==> src/rtl/pair_pkg.sv <==
package pair_pkg;

    parameter int unsigned REG_IDX_W = 3;
    localparam int unsigned SRC_N = 2;
    localparam int unsigned CNT_W = 2;

    typedef logic [REG_IDX_W-1:0] reg_idx_t;
    localparam reg_idx_t NO_REG = '0;

    typedef struct packed {
        logic                 valid;
        logic                 simple;
        logic                 jump;
        logic                 prefix;
        logic                 has_disp;
        logic                 has_imm;
        reg_idx_t             dst;
        reg_idx_t [SRC_N-1:0] srcs;
    } slot_desc_t;

    typedef struct packed {
        logic             u_valid;
        logic             v_valid;
        logic [CNT_W-1:0] consumed;
    } issue_t;

    // a written register collides with a read one only if it names a real register
    function automatic logic reg_collides(reg_idx_t wr, reg_idx_t rd);
        return (wr != NO_REG) && (wr == rd);
    endfunction

    function automatic logic has_disp_and_imm(slot_desc_t d);
        return d.has_disp && d.has_imm;
    endfunction

endpackage

==> src/rtl/pair_hazard_unit.sv <==
module pair_hazard_unit
    import pair_pkg::*;
(
    input  slot_desc_t older,
    input  slot_desc_t younger,
    output logic       raw_hit,
    output logic       waw_hit
);
    logic [SRC_N-1:0] src_hit;

    for (genvar s = 0; s < SRC_N; s++) begin : g_src
        assign src_hit[s] = reg_collides(older.dst, younger.srcs[s]);
    end

    assign raw_hit = |src_hit;
    assign waw_hit = reg_collides(older.dst, younger.dst);

    always_comb begin

        if (older.dst == NO_REG) begin
            zero_reg_no_hazard_chk: assert (!raw_hit && !waw_hit);
        end
    end
endmodule

==> src/rtl/pair_rule_unit.sv <==
module pair_rule_unit
    import pair_pkg::*;
(
    input  slot_desc_t older,
    input  slot_desc_t younger,
    input  logic       raw_hit,
    input  logic       waw_hit,
    output logic       pair_ok
);
    logic form_ok;
    logic order_ok;
    logic hazard_free;

    assign form_ok     = older.simple && younger.simple
                       && !has_disp_and_imm(older) && !has_disp_and_imm(younger);
    assign order_ok    = !older.jump && !younger.prefix;
    assign hazard_free = !raw_hit && !waw_hit;
    assign pair_ok     = older.valid && younger.valid && form_ok && order_ok && hazard_free;

    always_comb begin

        if (older.jump) begin
            jump_blocks_pair_chk: assert (!pair_ok);
        end

        if (younger.prefix) begin
            prefix_v_pipe_chk: assert (!pair_ok);
        end

        if (!older.simple || !younger.simple) begin
            simple_only_pair_chk: assert (!pair_ok);
        end
    end
endmodule

==> src/rtl/issue_stage_reg.sv <==
module issue_stage_reg
    import pair_pkg::*;
(
    input  logic   clk,
    input  logic   rst,
    input  logic   ready,
    input  issue_t nxt,
    output issue_t cur
);
    always_ff @(posedge clk) begin
        if (rst) begin
            cur <= '0;
        end else if (ready) begin
            cur <= nxt;
        end
    end
endmodule

==> src/rtl/dual_issue_pair_check.sv <==
module dual_issue_pair_check
    import pair_pkg::*;
(
    input  logic                 clk,
    input  logic                 rst,
    input  logic                 a_valid,
    input  logic                 a_simple,
    input  logic                 a_jump,
    input  logic                 a_prefix,
    input  logic                 a_disp,
    input  logic                 a_imm,
    input  logic [REG_IDX_W-1:0] a_dst,
    input  logic [REG_IDX_W-1:0] a_src0,
    input  logic [REG_IDX_W-1:0] a_src1,
    input  logic                 b_valid,
    input  logic                 b_simple,
    input  logic                 b_jump,
    input  logic                 b_prefix,
    input  logic                 b_disp,
    input  logic                 b_imm,
    input  logic [REG_IDX_W-1:0] b_dst,
    input  logic [REG_IDX_W-1:0] b_src0,
    input  logic [REG_IDX_W-1:0] b_src1,
    input  logic                 out_ready,
    output logic                 u_valid,
    output logic                 v_valid,
    output logic [1:0]           consumed
);
    slot_desc_t slot_a;
    slot_desc_t slot_b;
    logic       raw_hit;
    logic       waw_hit;
    logic       pair_ok;
    issue_t     nxt;
    issue_t     cur;

    always_comb begin
        slot_a = '{valid: a_valid, simple: a_simple, jump: a_jump, prefix: a_prefix,
                   has_disp: a_disp, has_imm: a_imm, dst: a_dst, srcs: {a_src1, a_src0}};
        slot_b = '{valid: b_valid, simple: b_simple, jump: b_jump, prefix: b_prefix,
                   has_disp: b_disp, has_imm: b_imm, dst: b_dst, srcs: {b_src1, b_src0}};
    end

    pair_hazard_unit i_hazard (
        .older   (slot_a),
        .younger (slot_b),
        .raw_hit (raw_hit),
        .waw_hit (waw_hit)
    );

    pair_rule_unit i_rules (
        .older   (slot_a),
        .younger (slot_b),
        .raw_hit (raw_hit),
        .waw_hit (waw_hit),
        .pair_ok (pair_ok)
    );

    always_comb begin
        nxt.u_valid  = slot_a.valid;
        nxt.v_valid  = pair_ok;
        nxt.consumed = !slot_a.valid ? CNT_W'(0) : (pair_ok ? CNT_W'(2) : CNT_W'(1));
    end

    issue_stage_reg i_issue (
        .clk   (clk),
        .rst   (rst),
        .ready (out_ready),
        .nxt   (nxt),
        .cur   (cur)
    );

    assign u_valid  = cur.u_valid;
    assign v_valid  = cur.v_valid;
    assign consumed = cur.consumed;


    v_needs_u_chk: assert property (@(posedge clk) disable iff (rst)
        v_valid |-> u_valid);


    consumed_count_chk: assert property (@(posedge clk) disable iff (rst)
        consumed == (u_valid ? (v_valid ? 2'd2 : 2'd1) : 2'd0));


    stall_hold_chk: assert property (@(posedge clk) disable iff (rst)
        (!rst && !out_ready) |=> $stable({u_valid, v_valid, consumed}));


    u_follows_a_chk: assert property (@(posedge clk) disable iff (rst)
        (!rst && out_ready) |=> (u_valid == $past(a_valid)));


    single_when_b_absent_chk: assert property (@(posedge clk) disable iff (rst)
        (!rst && out_ready && !b_valid) |=> !v_valid);
endmodule

==> config.mk <==
export PLATFORM = sky130hd
export DESIGN_NAME = dual_issue_pair_check
export DESIGN_NICKNAME = d
export VERILOG_FILES = /design/src/rtl/pair_pkg.sv /design/src/rtl/pair_hazard_unit.sv /design/src/rtl/pair_rule_unit.sv /design/src/rtl/issue_stage_reg.sv /design/src/rtl/dual_issue_pair_check.sv
export SDC_FILE = /design/constraint.sdc
export NUM_CORES = 1
export LEC_CHECK = 0
export BUFFER_PORTS_ARGS = -buffer_cell sky130_fd_sc_hd__buf_2
export CELL_PAD_IN_SITES_DETAIL_PLACEMENT = 1
export CELL_PAD_IN_SITES_GLOBAL_PLACEMENT = 1
export CORE_MARGIN = 2
export CORE_UTILIZATION = 18
export DETAILED_ROUTE_END_ITERATION = 8
export PLACE_DENSITY = 0.74
export SYNTH_ARGS = -nofsm -noshare
export SYNTH_HDL_FRONTEND = slang
export SYNTH_SLANG_ARGS = --single-unit
==> constraint.sdc <==
create_clock -name clk -period 1.7 [get_ports clk]
set_clock_uncertainty 0.1 [all_clocks]
set_input_delay 0.425 -clock clk [delete_from_list [all_inputs] [get_ports clk]]
set_output_delay 0.425 -clock clk [all_outputs]
set_load 0.02 [all_outputs]
==> results of run 1 <==
-- path summary, 6_finish.rpt --
check | from | endpoint | cells after the start
worst max-delay path | a_dst[0] | i_issue.cur[0] | 5
worst max register to register | i_issue.cur[2] | i_issue.cur[2] | 2
worst min register to register | i_issue.cur[1] | i_issue.cur[1] | 2
worst min-delay path | rst | i_issue.cur[1] | 2
-- power groups by stage --
stage / combinational, mW / sequential (mW) / clock, mW
final: 0.0812 / 0.0986 / 0.122
after global routing: 0.0905 / 0.0986 / 0.137
after CTS: 0.0825 / 0.0986 / 0.124
after detailed placement: 0.0820 / 0.100 / 0
after global placement: 0.0785 / 0.100 / 0
after floorplan: 0.0345 / 0.104 / 0
-- per-stage QoR --
| step | power [mW] | setup WS, ps |
|---|---|---|
| CTS | 0.305 | 345 |
| detailed placement | 0.182 | 97.5 |
| floorplan | 0.138 | 308 |
| global placement | 0.179 | 111 |
| finish | 0.302 | 357 |
| global route | 0.326 | 309 |
-- synthesized netlist by cell type --
cell type and number:
xnor2_1 9, mux2i_1 1, or3_4 1, and3_1 1
a21oi_1 2, a22o_1 1, nor2_1 1, nand2_1 3
inv_1 2, nor4_1 1, nand4_1 5, nor3_1 1
nand4bb_1 1, dfxtp_1 4, a32o_1 1
-- kinds of logic after synthesis --
| kind of cell | after synthesis | share of synthesized area [%] |
|---|---|---|
| buffers and inverters | 2 | 2.58 |
| multiplexers | 1 | 3.43 |
| AO/OA/AOI/OAI | 4 | 9.87 |
| AND/OR/NAND/NOR | 14 | 29.6 |
| XOR/XNOR | 9 | 27.0 |
| flip-flops | 4 | 27.5 |
-- critical path: stages --
cell and delay (ps):
buf_2 130, or3_4 400, nand4_1 110, nand4_1 100, a32o_1 210
-- routing by layer --
metal	vias to the layer above	part of all wire (%)	track usage [%]
met5	-	0	0
met4	0	4.2	9.09
met3	5	7.2	2.45
met2	18	51	20.6
met1	169	38	11.6
li1	187	-	-
-- layout make-up --
type	instances	share of cell area, %
well taps	16	4.22
flip-flops and latches	4	16.9
multi-input cells	28	43.0
clock buffers	3	4.75
repair buffers	28	29.6
inverters	2	1.58
-- cells in the final DEF, fill, tap and decap left out --
master / instances
nor3_1: 1
nand2_1: 3
a21oi_1: 2
nor4_1: 1
nand4bb_1: 1
buf_2: 28
clkbuf_4: 3
a32o_1: 1
or3_4: 1
inv_1: 2
nand4_1: 5
nor2_1: 1
and3_1: 1
dfxtp_1: 4
a22o_1: 1
mux2i_1: 1
xnor2_1: 9
==> metrics.md, run 1 <==
| Metric | Value |
|---|---|
| Total track usage | 11.6% |
| Leakage dissipation | 0.225 nW |
| DP Area | 452 µm² |
| Sw frac | 26.9% |
| Core Area | 0.00151 mm² |
| CTS tree | built |
| Fin nets | 100 |
| Die height | 44.2 µm |
| Maximum buffer depth of the clock tree | 2 |
| Hold Vio Cnt, Final | 0 |
| CTS Hold Bufs | 0 |
| Syn Inst Count | 34 |
| DR pass1 iterations | 2 |
| Via Count | 379 |
| Clk_lat worst skew | 240 ps |
| Status | complete, no violations |
| Worst-Margin Slew | 225 ps |
| Fmax | 0.745 GHz |
| Final design utilization | 31.5% |
| Cell area after synthesis | 292 µm² |
| Nature of the critical path startpoint | primary input |
| Ys Warns | 0 |
| Initial antenna violation count | 0 |
| Fin cells | 81 |
| Std-Cell Rows | 14 |
| Cts bufs inserted | 3 |
| Largest Register | i_issue.cur |
| Largest register FFs | 4 |
| Grt total ovfl | 0 |
| Remaining DRCs | 0 |
| Detailed Place HPWL | 832 µm |
| Setup CP Type | in -> reg |
| Biggest regs | i_issue.cur: 4 flops |
| Max cap viols | 0 |
| Global-route wire length before repair | 1.60 mm |
| Initial core utilization | 19.4% |
| Avg WL per Cell | 11.6 µm |
| Ports | 37 |
| Comb pwr share | 26.9% |
| Min Hold Slack | 289 ps |
| Slew Viols, Final | 0 |
| Post-CTS Setup Inserts | 0 |
| Clock Power Share | 40.5% |
| Full die area | 0.00196 mm² |
| Die W | 44.2 µm |
| Clock Tree Root | clkbuf_4 |
| Filler cell count | 193 |
| Sequential share of the synthesized area | 27.5% |
| Endpoints failing setup | 0 |
| Placed Instances | 78 |
| Max_slew headroom | 84.8% |
| Hold Path Class | in -> reg |
| Layout area overhead | 62.7% |
| Final Critical Period | 1340 ps |
| H-Tree Depth | 1 |
| I/O Buffers | 28 |
| Routability Congestion | 0.614 |
| Antenna cells | 0 |
| Post-Syn Nets | 67 |
| Synth top area cells | dfxtp_1 (27%), xnor2_1 (27%), nand4_1 (11%) |
| Crit path arrival time | 1370 ps |
| Initial DRC count | 1 |
| VDD IR max | 208 µV |
| Yosys top cell area share | 27.5% |
| R2R Setup Slk | 980 ps |
| Register area | 80.1 µm² |
| Post-synthesis register bit count | 4 |
| Pwr Density | 637 mW/mm² |
| CP required | 1730 ps |
| DR vias/cell | 4.68 |
| Area leader, netlist | dfxtp_1 |
| Sink Count | 4 |
| Pin count of the biggest net entering global routing | 5 |
| Internal power | 0.221 mW |
| Part of the power in registers | 32.6% |
| Fin Setup TNS | 0 ps |
| Post-CTS sizing | 0 |
| Post-synth cell types | 15 |
| CP Capture Type | flip-flop |
| Syn Area/Cell | 8.57 µm² |
| Max Fanout on Critical Path | 4 |
| Multi-input gate area | 204 µm² |
| Layout cell share with drive strength beyond 1 | 49.2% |
| Design Area, Final | 474 µm² |
| Vias in the first global route | 394 |
| RSZ-0062 raised after global routing | no |
| Reg clk slew, reported paths | 40 ps |
| Psw | 0.0812 mW |
| Final cycle utilization of the critical path | 79.0% |
| Final WL | 943 µm |
| Antenna Nets Post-Route | 0 |
Note: power is estimated with default switching activity, not from simulation.
==> inputs of run 2 (changes only) <==
ABC_AREA = 1   (was not set)
CORE_UTILIZATION = 16   (was 18)
PLACE_DENSITY = 0.7   (was 0.74)
clock period = 1.2 ns   (was 1.7 ns; I/O delays follow)
==> run 2 against run 1 <==
Net effect:
- largest power group unchanged
- synthesized cell count increased by 56%
- largest cell class unchanged
- core utilization shrank 4.7 points
- final area up 9.8%
- final cell count grew 37%
- setup slack lost 280 ps
- clock power grew 30%
==> metrics.md, run 2 <==
| Metric | Value |
|---|---|
| Leading cell type in the layout, fill and taps excluded | buf_2 |
| CTS tree | built |
| CP Capture Point | u_valid |
| Total track usage | 9.54% (-2.1 points) |
| Antenna cells | 0 (unchanged) |
| Reg clk slew, reported paths | 40 ps (about the same) |
| Count leader, synth | nand2_1 |
| Hold Vio Cnt, Final | 0 (unchanged) |
| Cts bufs inserted | 3 (unchanged) |
| Maximum buffer depth of the clock tree | 2 (unchanged) |
| I/O Buffers | 28 (unchanged) |
| Std-Cell Rows | 16 (+2) |
| Pin count of the biggest net entering global routing | 7 (+2) |
| Sink Count | 4 (unchanged) |
| Sequential share of the synthesized area | 24.7% (-2.8 points) |
| Endpoints failing setup | 0 (unchanged) |
| CP Capture Type | output pin |
| Post-synthesis register bit count | 4 (unchanged) |
| Min Hold Slack | 157 ps (-132 ps) |
| Antenna Nets Post-Route | 0 (unchanged) |
| CTS Hold Bufs | 0 (unchanged) |
| Biggest regs | i_issue.cur: 4 flops |
| Die W | 49.0 µm (+11%) |
| Number of flops mapped to enable cells by yosys | 0 (unchanged) |
| Clk_lat worst skew | 230 ps (about the same) |
| Leakage dissipation | 0.298 nW (+32%) |
| Fin Setup TNS | 0 ps (unchanged) |
| Hold depth | 2 (unchanged) |
| Remaining DRCs | 0 (unchanged) |
| Crit path arrival time | 720 ps (-650 ps) |
| Crit. Startpoint | i_issue.cur[3] |
| Die height | 49.0 µm (+11%) |
| Max Fanout on Critical Path | 2 (-2) |
| CP required | 800 ps (-930 ps) |
| Reg2reg path depth | 2 (unchanged) |
| Post-Syn Nets | 86 (+28%) |
| Yosys top cell area share | 24.7% (-2.8 points) |
| Buf/Inv on CP | 1 (unchanged) |
| Levels on crit path | 1 (-4) |
| R2R Setup Slk | 490 ps (-490 ps) |
| Routability Congestion | 0.624 (+1.6%) |
| Clock Tree Root | clkbuf_4 |
| Full die area | 0.00240 mm² (+23%) |
| R2R Path Start | i_issue.cur[1] |
| DR pass1 iterations | 1 (-1) |
| Final WL | 997 µm (+5.7%) |
| Area leader, netlist | dfxtp_1 |
| Ys async rst share | 0% (unchanged) |
| Critical-path top delay cell | dfxtp_1 |
| Post-CTS sizing | 0 (unchanged) |
| Post-CTS Setup Inserts | 0 (unchanged) |
| Primary FF master, synth | dfxtp_1 |
| VDD IR max | 296 µV (+42%) |
| Grt total ovfl | 0 (unchanged) |
| RSZ-0062 raised after global routing | no |
| Fmax | 0.889 GHz |
| Hold Path Class | in -> reg |
| Initial core utilization | 16.7% (-2.7 points) |
| Setup CP Type | reg -> out |
| Global-route wire length before repair | 1.86 mm (+16%) |
| Filler cell count | 272 (+41%) |
| Final Critical Period | 1120 ps |
| DP Area | 498 µm² (+10%) |
| Critical path cell sequence | buf_2 |
| Layout area overhead | 60.6% |
| Slew Viols, Final | 0 (unchanged) |
| Min-delay src | rst |
| Core Area | 0.00194 mm² (+29%) |
| Detailed Place HPWL | 879 µm (+5.6%) |
| Ys Warns | 0 (unchanged) |
| Status | complete, no violations |
| Nature of the critical path startpoint | flip-flop |
| Worst-Margin Slew | 177 ps (-48.4 ps) |
| Layout cell share with drive strength beyond 1 | 40.5% (-8.8 points) |
| Initial DRC count | 0 (-1) |
| Fin nets | 119 (+19%) |
| Largest Register | i_issue.cur |
| Syn Area/Cell | 6.11 µm² (-29%) |
| DR vias/cell | 3.94 (-16%) |
| Syn Inst Count | 53 (+56%) |
| RR Endpoint | i_issue.cur[1] |
| Avg WL per Cell | 8.98 µm (-23%) |
| Most frequent cells in the layout | buf_2 (28), nand2_1 (18), inv_1 (11), xnor2_1 (5), nand4_1 (5) |
| Post-synth cell types | 11 (-4) |
| Pwr Density | 819 mW/mm² (+29%) |
| H-Tree Depth | 1 (unchanged) |
| CP top delay family | flip-flops |
| Synth top cells by count | nand2_1 (18), inv_1 (11), nand4_1 (5), xnor2_1 (5), dfxtp_1 (4) |
| Via Count | 437 (+15%) |
| Initial antenna violation count | 0 (unchanged) |
| Synth top area cells | dfxtp_1 (25%), nand2_1 (21%), xnor2_1 (14%) |
| Largest register FFs | 4 (unchanged) |
| Design Area, Final | 520 µm² (+9.8%) |
| Vias in the first global route | 476 (+21%) |
| Max cap viols | 0 (unchanged) |
| Largest stage delay, worst path | 330 ps (-70 ps) |
| Max_slew headroom | 88.1% (+3.3 points) |
| Cell area after synthesis | 324 µm² (+11%) |
| Final cycle utilization of the critical path | 93.7% |
| Ports | 37 (unchanged) |
==> run 2: cell count changes in the layout (fill, tap and decap cells not counted), sizes merged, moves of 2 or more <==
| cell | change |
|---|---|
| o21ai | +2 |
| nand2 | +16 |
| inv | +9 |
| xnor2 | -4 |
| a21oi | +2 |
==> run 2: layout make-up <==
class	count	area [µm²]	share of cell area [%]
Timing Repair Buffer	28	140	26.9
Clock buffer	3	22.5	4.33
Inverter	11	41.3	7.93
Sequential cell	4	80.1	15.4
Tap cell	27	33.8	6.49
Multi-Input combinational cell	38	203	38.9
==> run 2: worst min path at each step <==
stage | to | slack, ps
6_report | i_issue.cur[0] | 160
5_1_grt | i_issue.cur[0] | 180
4_1_cts | i_issue.cur[0] | 150
3_5_place_dp | i_issue.cur[0] | 370
3_3_place_gp | i_issue.cur[3] | 350
2_1_floorplan | i_issue.cur[0] | 260
==> run 2: where the power goes <==
| group | leakage [nW] | internal, mW | switching (mW) | total (mW) |
|---|---|---|---|---|
| Clock | 0.0138 | 0.111 | 0.0469 | 0.158 |
| Combinational | 0.251 | 0.0598 | 0.0638 | 0.124 |
| Sequential | 0.0330 | 0.141 | 0.00369 | 0.145 |
==> run 2: per-stage QoR <==
stage	util [%]	power, mW	cells	setup slack, ps
after floorplan	-	0.205	53	183
after global placement	25.6	0.267	108	-19.6
after detailed placement	25.6	0.271	108	-43.3
after CTS	26.8	0.436	111	54.9
after global routing	26.8	0.459	111	46.3
final	26.8	0.426	111	75.5
==> run 2: cells by family (layout without fill, tap and decap cells) <==
family          after synthesis  after routing  synth area share (%)
compound gates                6              6                  10.4
xor+xnor                      5              5                  13.5
buf+inv                      11             42                  12.7
flops                         4              4                  24.7
simple gates                 27             27                  38.6
==> run 2: routing by layer <==
layer  global-route usage, %  part of all wire [%]  vias to the layer above
li1                        -                     -                      229
met1                    11.4                    45                      191
met2                    17.6                    49                       17
met3                   0.307                   5.4                        0
met4                    4.29                     0                        0
met5                       0                     0                        -
